[src/rtl/dfc_pkg.sv]
package dfc_pkg;
   typedef enum logic [1:0] {
      ACC_LOAD  = 2'b00,
      ACC_STORE = 2'b01,
      ACC_CACHE = 2'b10,
      ACC_NONE  = 2'b11
   } acc_kind_e;

   localparam int CAUSE_W = 4;
   localparam int C_PAGE  = 0;
   localparam int C_PROT  = 1;
   localparam int C_DSEG  = 2;
   localparam int C_BKPT  = 3;

   typedef logic [CAUSE_W-1:0] cause_t;
endpackage

[src/rtl/dfc_bkpt_match.sv]
module dfc_bkpt_match #(
   parameter int AW        = 32,
   parameter int GRAN_LOG2 = 3
) (
   input  logic [AW-1:0] ea,
   input  logic [AW-1:0] bkpt_ea,
   input  logic          is_load,
   input  logic          is_store,
   input  logic          rd_en,
   input  logic          wr_en,
   output logic          hit
);
   localparam int CMP_W = AW - GRAN_LOG2;

   if (GRAN_LOG2 < 0 || GRAN_LOG2 >= AW) begin : g_bad_gran
      $error("dfc_bkpt_match: GRAN_LOG2 must lie in [0, AW-1]");
   end

   logic addr_eq;

   if (GRAN_LOG2 == 0) begin : g_exact
      assign addr_eq = (ea == bkpt_ea);
   end else begin : g_block
      logic [CMP_W-1:0] ea_blk;
      logic [CMP_W-1:0] bk_blk;
      assign ea_blk  = ea[AW-1:GRAN_LOG2];
      assign bk_blk  = bkpt_ea[AW-1:GRAN_LOG2];
      assign addr_eq = (ea_blk == bk_blk);
   end

   logic armed;
   assign armed = (is_load & rd_en) | (is_store & wr_en);
   assign hit   = armed & addr_eq;

   always_comb begin
      assert_bkpt_dir_R6: assert (!(hit && !is_load && !is_store));
   end
endmodule

[src/rtl/dfc_cond.sv]
module dfc_cond
   import dfc_pkg::*;
(
   input  logic [1:0] acc_kind,
   input  logic       acc_fp,
   input  logic       seg_direct_store,
   input  logic       xlate_miss,
   input  logic       walk_page_fault,
   input  logic       prot_violation,
   input  logic       bkpt_hit,
   output logic       is_load,
   output logic       is_store,
   output cause_t     raw_cause,
   output logic       fp_dseg
);
   acc_kind_e kind;
   logic      active;
   logic      ld_or_st;

   assign kind     = acc_kind_e'(acc_kind);
   assign is_load  = (kind == ACC_LOAD);
   assign is_store = (kind == ACC_STORE);
   assign active   = (kind != ACC_NONE);
   assign ld_or_st = is_load | is_store;

   always_comb begin
      raw_cause         = '0;
      raw_cause[C_PAGE] = active & xlate_miss & walk_page_fault;
      raw_cause[C_PROT] = active & ~xlate_miss & prot_violation;
      raw_cause[C_DSEG] = ld_or_st & seg_direct_store;
      raw_cause[C_BKPT] = bkpt_hit;
   end

   assign fp_dseg = acc_fp & raw_cause[C_DSEG];

   always_comb begin
      assert_idle_quiet_R1: assert (!(kind == ACC_NONE && bkpt_hit));
   end
endmodule

[src/rtl/dfc_out_stage.sv]
module dfc_out_stage
   import dfc_pkg::*;
#(
   parameter int             AW         = 32,
   parameter int             VEC_W      = 12,
   parameter logic [VEC_W-1:0] VEC_OFFSET = 12'h300,
   parameter bit             PIPE       = 1'b1
) (
   input  logic             clk,
   input  logic             rst_n,
   input  logic             raise,
   input  cause_t           cause_in,
   input  logic             veto_in,
   input  logic [AW-1:0]    ea_in,
   output logic             fault_req,
   output logic [VEC_W-1:0] fault_vec,
   output cause_t           fault_cause,
   output logic [AW-1:0]    fault_ea,
   output logic             align_veto
);
   logic [AW-1:0] ea_q;

   if (PIPE) begin : g_reg
      logic   req_q;
      cause_t cause_q;
      logic   veto_q;

      always_ff @(posedge clk) begin
         if (!rst_n) begin
            req_q   <= 1'b0;
            cause_q <= '0;
            veto_q  <= 1'b0;
            ea_q    <= '0;
         end else begin
            req_q   <= raise;
            cause_q <= raise ? cause_in : '0;
            veto_q  <= raise & veto_in;
            if (raise) ea_q <= ea_in;
         end
      end

      assign fault_req   = req_q;
      assign fault_cause = cause_q;
      assign align_veto  = veto_q;
      assign fault_ea    = ea_q;
   end else begin : g_comb
      always_ff @(posedge clk) begin
         if (!rst_n)     ea_q <= '0;
         else if (raise) ea_q <= ea_in;
      end

      assign fault_req   = raise;
      assign fault_cause = raise ? cause_in : '0;
      assign align_veto  = raise & veto_in;
      assign fault_ea    = raise ? ea_in : ea_q;
   end

   assign fault_vec = fault_req ? VEC_OFFSET : '0;
endmodule

[src/rtl/dacc_fault_unit.sv]
module dacc_fault_unit
   import dfc_pkg::*;
#(
   parameter int             AW         = 32,
   parameter int             GRAN_LOG2  = 3,
   parameter int             VEC_W      = 12,
   parameter logic [VEC_W-1:0] VEC_OFFSET = 12'h300,
   parameter bit             PIPE       = 1'b1
) (
   input  logic             clk,
   input  logic             rst_n,
   input  logic [1:0]       acc_kind,
   input  logic             acc_fp,
   input  logic [AW-1:0]    acc_ea,
   input  logic             seg_direct_store,
   input  logic             xlate_miss,
   input  logic             walk_page_fault,
   input  logic             prot_violation,
   input  logic [AW-1:0]    bkpt_ea,
   input  logic             bkpt_rd_en,
   input  logic             bkpt_wr_en,
   input  logic             hipri_pending,
   output logic             fault_req,
   output logic [VEC_W-1:0] fault_vec,
   output logic [3:0]       fault_cause,
   output logic [AW-1:0]    fault_ea,
   output logic             align_veto
);
   if (AW < 8) begin : g_bad_aw
      $error("dacc_fault_unit: AW must be at least 8");
   end
   if (VEC_W < 12) begin : g_bad_vw
      $error("dacc_fault_unit: VEC_W too narrow for the vector offset");
   end

   logic   is_load;
   logic   is_store;
   logic   bkpt_hit;
   logic   fp_dseg;
   logic   raise;
   cause_t raw_cause;
   cause_t cause_o;

   dfc_bkpt_match #(.AW(AW), .GRAN_LOG2(GRAN_LOG2)) u_bkpt (
      .ea       (acc_ea),
      .bkpt_ea  (bkpt_ea),
      .is_load  (is_load),
      .is_store (is_store),
      .rd_en    (bkpt_rd_en),
      .wr_en    (bkpt_wr_en),
      .hit      (bkpt_hit)
   );

   dfc_cond u_cond (
      .acc_kind         (acc_kind),
      .acc_fp           (acc_fp),
      .seg_direct_store (seg_direct_store),
      .xlate_miss       (xlate_miss),
      .walk_page_fault  (walk_page_fault),
      .prot_violation   (prot_violation),
      .bkpt_hit         (bkpt_hit),
      .is_load          (is_load),
      .is_store         (is_store),
      .raw_cause        (raw_cause),
      .fp_dseg          (fp_dseg)
   );

   assign raise = (|raw_cause) & ~hipri_pending;

   dfc_out_stage #(
      .AW(AW), .VEC_W(VEC_W), .VEC_OFFSET(VEC_OFFSET), .PIPE(PIPE)
   ) u_out (
      .clk         (clk),
      .rst_n       (rst_n),
      .raise       (raise),
      .cause_in    (raw_cause),
      .veto_in     (fp_dseg),
      .ea_in       (acc_ea),
      .fault_req   (fault_req),
      .fault_vec   (fault_vec),
      .fault_cause (cause_o),
      .fault_ea    (fault_ea),
      .align_veto  (align_veto)
   );

   assign fault_cause = cause_o;

   if (PIPE) begin : g_chk
      assert_no_fault_when_idle_R1: assert property (@(posedge clk) disable iff (!rst_n)
         fault_req |-> $past(acc_kind) != 2'b11);
      assert_page_needs_walk_R2: assert property (@(posedge clk) disable iff (!rst_n)
         fault_cause[0] |-> $past(xlate_miss && walk_page_fault));
      assert_prot_on_hit_R3: assert property (@(posedge clk) disable iff (!rst_n)
         fault_cause[1] |-> $past(!xlate_miss && prot_violation));
      assert_dseg_ldst_R4: assert property (@(posedge clk) disable iff (!rst_n)
         fault_cause[2] |-> $past(seg_direct_store && !acc_kind[1]));
      assert_veto_fp_R5: assert property (@(posedge clk) disable iff (!rst_n)
         align_veto |-> (fault_cause[2] && $past(acc_fp)));
      assert_bkpt_block_R6: assert property (@(posedge clk) disable iff (!rst_n)
         fault_cause[3] |-> $past(acc_ea[AW-1:GRAN_LOG2] == bkpt_ea[AW-1:GRAN_LOG2]));
      assert_hipri_blocks_R7: assert property (@(posedge clk) disable iff (!rst_n)
         $past(hipri_pending) |-> !fault_req);
      assert_req_has_cause_R8: assert property (@(posedge clk) disable iff (!rst_n)
         fault_req |-> (fault_cause != '0 && fault_vec == VEC_OFFSET));
      assert_ea_capture_R9: assert property (@(posedge clk) disable iff (!rst_n)
         fault_req |-> fault_ea == $past(acc_ea));
      assert_ea_hold_R9: assert property (@(posedge clk) disable iff (!rst_n)
         !fault_req |-> $stable(fault_ea));
   end
endmodule

[config.mk]
export PLATFORM = sky130hd
export DESIGN_NAME = dacc_fault_unit
export DESIGN_NICKNAME = d
export VERILOG_FILES = /design/src/rtl/dfc_pkg.sv /design/src/rtl/dfc_bkpt_match.sv /design/src/rtl/dfc_cond.sv /design/src/rtl/dfc_out_stage.sv /design/src/rtl/dacc_fault_unit.sv
export SDC_FILE = /design/constraint.sdc
export NUM_CORES = 1
export LEC_CHECK = 0
export BUFFER_PORTS_ARGS = -buffer_cell sky130_fd_sc_hd__buf_2
export CAP_MARGIN = 20
export CORE_MARGIN = 2
export CORE_UTILIZATION = 30
export CTS_BUF_LIST = sky130_fd_sc_hd__clkbuf_4 sky130_fd_sc_hd__clkbuf_8 sky130_fd_sc_hd__clkbuf_16
export CTS_CLUSTER_SIZE = 24
export DETAILED_ROUTE_END_ITERATION = 10
export GPL_ROUTABILITY_DRIVEN = 0
export REMOVE_ABC_BUFFERS = 1
export SLEW_MARGIN = 20
export SYNTH_ARGS = -nofsm -noshare
export SYNTH_HDL_FRONTEND = slang
export SYNTH_SLANG_ARGS = --single-unit
[constraint.sdc]
create_clock -name clk -period 4.5 [get_ports clk]
set_input_delay 0.9 -clock clk [delete_from_list [all_inputs] [get_ports clk]]
set_output_delay 0.9 -clock clk [all_outputs]
set_load 0.005 [all_outputs]
After elaboration in Yosys (flattened, before gate mapping). Cells that the tools add are included.

Flip-flop bits (word level): 38. Bits of input ports: 76. Output and inout port bits: 50. Logic and storage cells: 26.

Equal/unequal tests: 3. Multiplexer cells: 1. Bitwise gates (word level): 15. Reductions and logical operators: 3.

Operator list (number): 29-bit == test (1); 1-bit bitwise AND (11); 10-bit 2-to-1 mux (1); 4-bit OR reduction (1); 2-bit by 1-bit == test with 1-bit output (second input constant) (1); 2-bit logical NOT (1); 2-bit != test (second input constant) (1); 1-bit inverter (2); 1-bit bitwise OR (2); 2-bit AND reduction (1).

Longest topological paths before layout. Gate-level depths: netlist (run 1).

Depth after elaboration: 7. Mapped depth: 7. Depth with buffers taken out: 5.

Cells and area by module. A second synthesis (run 1) with hierarchy kept.

Cell total of the unflattened synthesis: 179. Area total of the unflattened synthesis: 1878.1 µm².

Modules (own cells, without submodules): dfc_out_stage (instances 1, cells an instance 129, area each 1485.2 µm², seq. area each 760.7 µm²); dfc_bkpt_match (instances 1, cells an instance 40, area each 329.1 µm², seq. area each 0.0 µm²); dfc_cond (instances 1, cells an instance 8, area each 53.8 µm², seq. area each 0.0 µm²); dacc_fault_unit (instances 1, cells an instance 2, area each 10.0 µm², seq. area each 0.0 µm²).

Worst setup path after synthesis (run 1). Ideal clock, no wire load.

Path type: input -> register. Start: in acc_ea[30]. End: reg u_out.ea_q[0], in the netlist u_out.fault_ea[0]. Setup time: 0.127 ns. Arrival: 2.608 ns. Required time: 4.373 ns. Slack: 1.765 ns. Stages: 7. Buffers on the path: 2. Cell sequence: xor2_1 > or4_4 > or4_1 > buf_2 > buf_6 > o2111ai_1 > nand3_1.

Longest elaborated chain between the ends: 4.

Ends and longest elaborated chain: start, declared (RTL line dacc_fault_unit.sv:14) `input logic [AW-1:0] acc_ea,`; 29-bit == test (RTL line dfc_bkpt_match.sv:28) `assign addr_eq = (ea_blk == bk_blk);`; 1-bit bitwise AND (RTL line dfc_bkpt_match.sv:33) `assign hit = armed & addr_eq;`; 4-bit OR reduction (RTL line dacc_fault_unit.sv:68) `assign raise = (|raw_cause) & ~hipri_pending;`; 1-bit bitwise AND (RTL line dacc_fault_unit.sv:68); end signal, assigned (RTL line dfc_out_stage.sv:38) `if (raise) ea_q <= ea_in;`; end, declared (RTL line dfc_out_stage.sv:21) `logic [AW-1:0] ea_q;`.

Every way passes these cells. A chain may end at the register's enable or synchronous reset.

Final worst setup path (run 1).
Start: in acc_ea[30]. End: reg u_out.ea_q[21], in the netlist u_out.fault_ea[21].

The elaborated chain is that of the path after synthesis.

==> impl_metrics.json, run 1 <==
{
  "synth-simple-area-share_pct": 29.9,
  "synth-seq-area-share_pct": 28.2,
  "synth_top_cells_by_area": "dfxtp_1 28%, nand3_1 12%, and3b_1 11%",
  "number_of_instances_in_the_synthesized_netlist": 319,
  "worst-path-buf-inv": 1,
  "antenna_found_initial": 0,
  "p_int_mw": 0.581,
  "dominant_combinational_cell_family_by_area_after_synthesis": "simple AND/OR/NAND/NOR gates",
  "max-clock-path-buffers": 2,
  "rr_endpoint": "u_out.fault_ea[3]",
  "crit_path_max_fanout": 32,
  "avgRoutedWirePerCell_um": 17.5,
  "power.density_cell_area_nw_per_um2": 253,
  "worst_path_max_delay_cell": "or4_2",
  "pwr-share-comb_pct": 24.4,
  "total_inserted_antenna_cells": 0,
  "chipWidth_um": 98.8,
  "grt-ovfl-total": 0,
  "tritoncts.num_buffers": 5,
  "final-hold-violation-count": 0,
  "reg2reg_slack_ns": 3.74,
  "cp_capture_type": "register",
  "synthDistinctLibCells": 31,
  "cpPeakStageDelay_ns": 1.07,
  "cts-htree-levels": 2,
  "net_count_of_the_finished_layout": 480,
  "worstPathRequired_ns": 4.67,
  "worstPathArrival_ns": 3.22,
  "synth.ff_latch_count": 38,
  "cts_hold_buf": 0,
  "drt_pre_antenna_iters": 7,
  "syn-mean-instance-area_um2": 8.46,
  "critical_path.reg2reg.startpoint": "u_out.fault_ea[3]",
  "grt_start_max_net_pins": 66,
  "cp-startpoint": "acc_ea[30]",
  "detail_route.iter0.violations": 163,
  "netlist_area_um2": 2700,
  "synth_compound_gate_area_share_pct": 21.7,
  "run_status": "completed",
  "final_common_cell": "buf_2",
  "timing.setup.critical_path_class": "primary input to register",
  "floorplan.io_pins": 126,
  "slew_headroom_pct": 28.6,
  "synthToLayoutAreaGrowth_pct": 23.7,
  "track_usage_pct": 18.0,
  "skew_ns": 0,
  "worst-r2r-cell-count": 2,
  "min_path_type": "register to register",
  "timing.critical_path.from_type": "primary input",
  "post_cts.repair.setup_buffers": 0,
  "ys.warnings.count": 0,
  "cts_repair_resize_count": 0,
  "core-area_um2": 8720,
  "clockRootBuffer": "clkbuf_8",
  "post_drt_via_cell_ratio": 5.81,
  "ir_drop_mv": 0.117,
  "drc_errors": 0,
  "achievable-frequency_mhz": 328,
  "sinks_on_the_clock_net": 38,
  "die_area_um2": 9770,
  "port_buffers": 112,
  "seq_power_share_pct": 44.7,
  "start_util_pct": 30.9,
  "crit_path_cell_trace": "buf_2 -> xor2_1 -> or4_4 -> or4_2 -> o2111ai_1 -> nand3_1",
  "critical_path.top_delay_family": "simple AND/OR/NAND/NOR gates",
  "drt_wl_total_um": 8980,
  "synthAdderAreaFrac_pct": 0,
  "p_leak_nw": 1.53,
  "dp.final_hpwl_um": 6070,
  "power_frac_clock_pct": 30.9,
  "global_route_wire_length_before_repair_um": 14200,
  "design_area_um2": 3340,
  "worst_margin_slew_ns": 1.07,
  "cts_tree": "done",
  "synth_top_area_share_pct": 28.2,
  "total_switching_power_mw": 0.263,
  "setup_viol_count_final": 0,
  "drive_above_1_share_pct": 33.3,
  "rsz0062_at_grt": "false",
  "timing_max_transition_violations_final": 0,
  "fin_tns_setup_ns": 0,
  "synthDominantAreaCellType": "dfxtp_1",
  "overall_via_count_from_detail_route": 2981,
  "fillers": 914,
  "finalCriticalPeriod_ns": 3.05,
  "fin_crit_sh_pct": 67.7,
  "worst-path-stages": 6,
  "mostFrequentLayoutCells": "112 x buf_2, 66 x nand3_1, 38 x dfxtp_1, 33 x and3b_1",
  "post_synth_xor_area_fraction_pct": 9.41,
  "die_h_um": 98.8,
  "row_count": 34,
  "clk_transition_reported_paths_ns": 0.08,
  "worstSkewPairLatency_ns": 0.29,
  "worst_setup_path_endpoint": "u_out.fault_ea[21]",
  "cap_viol_max_count": 0,
  "cell_area_after_placement_um2": 3240,
  "yosys-mux-area-fraction_pct": 0.788,
  "first_global_vias": 2728,
  "antenna_violating_nets_post_route": 0,
  "p_sw_share_pct": 31.2
}
cells by family after synthesis:
group | Yosys count
buffers and inverters | 52
multiplexers | 2
AO/OA/AOI/OAI | 68
XOR/XNOR | 29
AND/OR/NAND/NOR | 129
flip-flops | 38
other | 1
layout make-up:
cell class	count	area (um^2)	share of cell area, %
Tap cell	108	135	4.05
Sequential cell	38	761	22.8
Timing Repair Buffer	119	613	18.4
Multi-Input combinational cell	238	1730	51.7
Clock inverter	1	5.00	0.150
Inverter	2	7.51	0.225
Clock buffer	7	90.1	2.70
stage by stage:
| stage | worst slack, ns | util, % | power (mW) | hold WS, ns | instances |
|---|---|---|---|---|---|
| 6_report | 1.45 | 38.3 | 0.844 | 0.531 | 513 |
| 3_3_place_gp | 1.03 | 37.2 | 0.586 | 0.508 | 505 |
| 5_1_grt | 1.34 | 38.3 | 0.892 | 0.558 | 513 |
| 2_1_floorplan | 0.638 | - | 0.475 | 0.519 | 278 |
| 4_1_cts | 1.47 | 38.3 | 0.856 | 0.533 | 513 |
| 3_5_place_dp | 1.14 | 37.2 | 0.591 | 0.520 | 505 |
registers in the layout, indices dropped and copies added, names as in the netlist:
register / count
u_out.fault_req: 1
u_out.fault_ea: 32
u_out.align_veto: 1
u_out.fault_cause: 4
Yosys cell counts (all sizes together):
cell type,instances
a211oi,1
and3b,33
inv,2
a21oi,2
nand2b,2
nand4,11
nor2,5
a32oi,32
xnor2,25
nor4,3
nand2,1
nand4b,1
a2111oi,1
mux2,1
dfxtp,38
mux2i,1
xor2,4
clkbuf,34
and2,1
or4,3
nor3,1
o2111ai,32
or2,1
conb,1
nor3b,1
buf,16
nand3,66
power by group through the flow:
| stage | clock network [mW] | registers, mW | logic [mW] |
|---|---|---|---|
| after global placement | 0 | 0.384 | 0.202 |
| after CTS | 0.273 | 0.377 | 0.206 |
| after global routing | 0.284 | 0.381 | 0.227 |
| after detailed placement | 0 | 0.385 | 0.206 |
| final | 0.261 | 0.377 | 0.206 |
| after floorplan | 0 | 0.386 | 0.0892 |
per-layer routing:
layer  vias to the layer above  wire length [um]  share of wire (%)  global-route usage (%)
met3                         8               646                7.2                    3.55
met2                       144              4160                 46                    28.4
met1                      1407              4070                 45                    25.4
li1                       1422                 -                  -                       -
met4                         0                95                1.1                    4.00
met5                         -                 0                  0                       0
worst reg2reg max path, stage by stage (launching register included):
cell and delay (ns):
dfxtp_1 0.34, a32oi_1 0.20, nand3_1 0.11
worst min path at each step:
stage,from,endpoint,slack (ns),depth (start not counted)
after floorplan,u_out.fault_ea[0],u_out.fault_ea[0],0.52,2
after global placement,u_out.fault_ea[5],u_out.fault_ea[5],0.51,2
after detailed placement,u_out.fault_ea[22],u_out.fault_ea[22],0.52,2
after CTS,u_out.fault_ea[31],u_out.fault_ea[31],0.53,2
after global routing,u_out.fault_ea[5],u_out.fault_ea[5],0.56,2
final,u_out.fault_ea[17],u_out.fault_ea[17],0.53,2
Power figures use the tool's default switching activity.
==> run 2, diff against run 1 <==
Settings changed: ABC_AREA from default to 1.
Clock period 4.5 ns to 3.12 ns, I/O delays scaled along.
==> run 2 against run 1 <==
Setup slack worse by 0.30 ns. Via count down 8.4%. Count of clock-buffer cells in the layout unchanged. Largest power group unchanged. Final cell count up 20%. Critical endpoint is now u_out.fault_cause[3]. First-iteration DRC count down 30%. Sequential share of layout area up 1.8 points. Register-to-register slack worse by 1.2 ns. Clock skew unchanged.
==> impl_metrics.json, run 2 <==
{
  "run_status": "completed",
  "cts-htree-levels": 2,
  "crit_path_cell_trace": "buf_2 -> xnor2_1 -> nand2_1 -> nor2_1 -> nand2_1 -> nor2_1 -> nand2_1 -> nand2_2 -> buf_4 -> nand3_1 -> nor2_1",
  "achievable-frequency_mhz": 508,
  "synth-edff-count": 0,
  "cts_tree": "done",
  "synthToLayoutAreaGrowth_pct": 27.1,
  "sinks_on_the_clock_net": 38,
  "p_leak_nw": 1.84,
  "tritoncts.num_buffers": 5,
  "fin_crit_sh_pct": 63.1,
  "grt-ovfl-total": 0,
  "cap_viol_max_count": 0,
  "global_route_wire_length_before_repair_um": 11300,
  "cts_hold_buf": 0,
  "post-layout-total-power_mw": 1.21,
  "ir_drop_mv": 0.150,
  "mostFrequentLayoutCells": "121 x nand2_1, 112 x buf_2, 58 x inv_1, 50 x nor2_1, 38 x dfxtp_1",
  "rsz0062_at_grt": "false",
  "cell_area_after_placement_um2": 3000,
  "synth_top_area_share_pct": 31.3,
  "die_h_um": 94.0,
  "synth_flop_cell": "dfxtp_1",
  "ys.warnings.count": 0,
  "worst_path_max_delay_cell": "xnor2_1",
  "chipWidth_um": 94.0,
  "detailedPlace.worstSlack_ns": 0.821,
  "post_drt_via_cell_ratio": 4.42,
  "final-hold-violation-count": 0,
  "setup_viol_count_final": 0,
  "netlist_area_um2": 2430,
  "critical_path.top_delay_family": "simple AND/OR/NAND/NOR gates",
  "finalCriticalPeriod_ns": 1.97,
  "worst_margin_slew_ns": 0.704,
  "die_area_um2": 8840,
  "net_count_of_the_finished_layout": 591,
  "skew_ns": 0,
  "drt_wl_total_um": 7130,
  "syn-mean-instance-area_um2": 5.88,
  "avgRoutedWirePerCell_um": 11.5,
  "start_util_pct": 31.2,
  "dp.cells": 610,
  "crit_path_max_fanout": 30,
  "timing.final.ws_setup_ns": 1.15,
  "max-clock-path-buffers": 2,
  "floorplan.io_pins": 126,
  "post-synth-top-count-cell": "nand2_1",
  "synthDominantAreaCellType": "dfxtp_1",
  "core-area_um2": 7810,
  "final-instance-count-excl-fill": 618,
  "synthDistinctLibCells": 24,
  "slew_headroom_pct": 53.1,
  "final_common_cell": "nand2_1",
  "antenna_found_initial": 0,
  "antenna_violating_nets_post_route": 0,
  "power.density_cell_area_nw_per_um2": 393,
  "design_area_um2": 3090,
  "worst-path-buf-inv": 2,
  "worst_hold_slack_ns": 0.479,
  "clockRootBuffer": "clkbuf_8",
  "drive_above_1_share_pct": 26.7,
  "cp_capture_type": "register",
  "port_buffers": 112,
  "worstSkewPairLatency_ns": 0.28,
  "fin_tns_setup_ns": 0,
  "clk_transition_reported_paths_ns": 0.08,
  "first_global_vias": 2472,
  "timing.setup.critical_path_class": "primary input to register",
  "synth-seq-area-share_pct": 31.3,
  "timing.critical_path.from_type": "primary input",
  "dp.final_hpwl_um": 5610,
  "synth_top_cells_by_area": "dfxtp_1 31%, nand2_1 19%, inv_1 9.1%",
  "timing_max_transition_violations_final": 0,
  "yosys-top-cells-count": "121 x nand2_1, 59 x inv_1, 50 x nor2_1",
  "total_inserted_antenna_cells": 0,
  "synth.ff_latch_count": 38,
  "number_of_instances_in_the_synthesized_netlist": 414,
  "grt_start_max_net_pins": 40,
  "detail_route.iter0.violations": 114,
  "row_count": 32,
  "utilization_pct": 39.6,
  "drc_errors": 0,
  "track_usage_pct": 16.2,
  "drt_pre_antenna_iters": 4,
  "worstPathArrival_ns": 2.19,
  "largest_register_ffs": 32,
  "overall_via_count_from_detail_route": 2732,
  "cpPeakStageDelay_ns": 0.31,
  "cts_repair_resize_count": 0,
  "asyncSetResetFlopFracSynth_pct": 0,
  "min_path_type": "register to register",
  "worstPathRequired_ns": 3.34,
  "post_cts.repair.setup_buffers": 0
}
[run 2: cell types whose count changed in the layout (fill, tap and decap cells not counted), moves of 31 or more]
cell,delta
nor2_1,+46
nand2_1,+120
a32oi_1,-32
a21oi_1,+31
inv_1,+56
and3b_1,-33
o2111ai_1,-32
[run 2: cell families (layout without fill, tap and decap cells)]
logic type,Yosys count,in the layout,synth area share (%)
AND/OR/NAND/NOR,224,224,38.1
buffers and inverters,103,196,19.2
AO/OA/AOI/OAI,41,41,8.69
other,1,10,0.154
XOR/XNOR,7,7,2.52
flip-flops,38,38,31.3
[run 2: final timing paths]
check	slack, ns	depth (start not counted)	start	endpoint
max reg2reg	2.50	2	u_out.fault_ea[22]	u_out.fault_ea[22]
min	0.48	2	u_out.fault_ea[26]	u_out.fault_ea[26]
min reg2reg	0.48	2	u_out.fault_ea[26]	u_out.fault_ea[26]
max	1.15	11	acc_ea[10]	u_out.fault_cause[3]
[run 2: layout make-up]
type                       count  area (um^2)
sequential                    38          761
timing repair buffer         115          596
clock buffer                   7         90.1
multi-input combinational    282         1240
clock inverter                 1         5.00
inverter                      73          274
fill                         889         4720
tap                          102          128
[run 2: where the power goes]
part           switching (mW)  internal (mW)  total [mW]
Combinational           0.183          0.132       0.315
Clock                   0.175          0.187       0.362
Sequential             0.0168          0.520       0.537
Total                   0.375          0.839        1.21
[run 2: per-layer routing]
metal	GRT usage, %	up-vias	wire length, um
met4	4.11	0	105
met3	3.45	9	493
met2	27.7	97	3350
li1	-	1448	-
met5	0	-	0
met1	20.7	1178	3180
[run 2: worst reg2reg max path, cell delays in order (launching register included)]
cell and delay [ns]:
dfxtp_1 0.32, a21oi_1 0.13, nor2_1 0.07
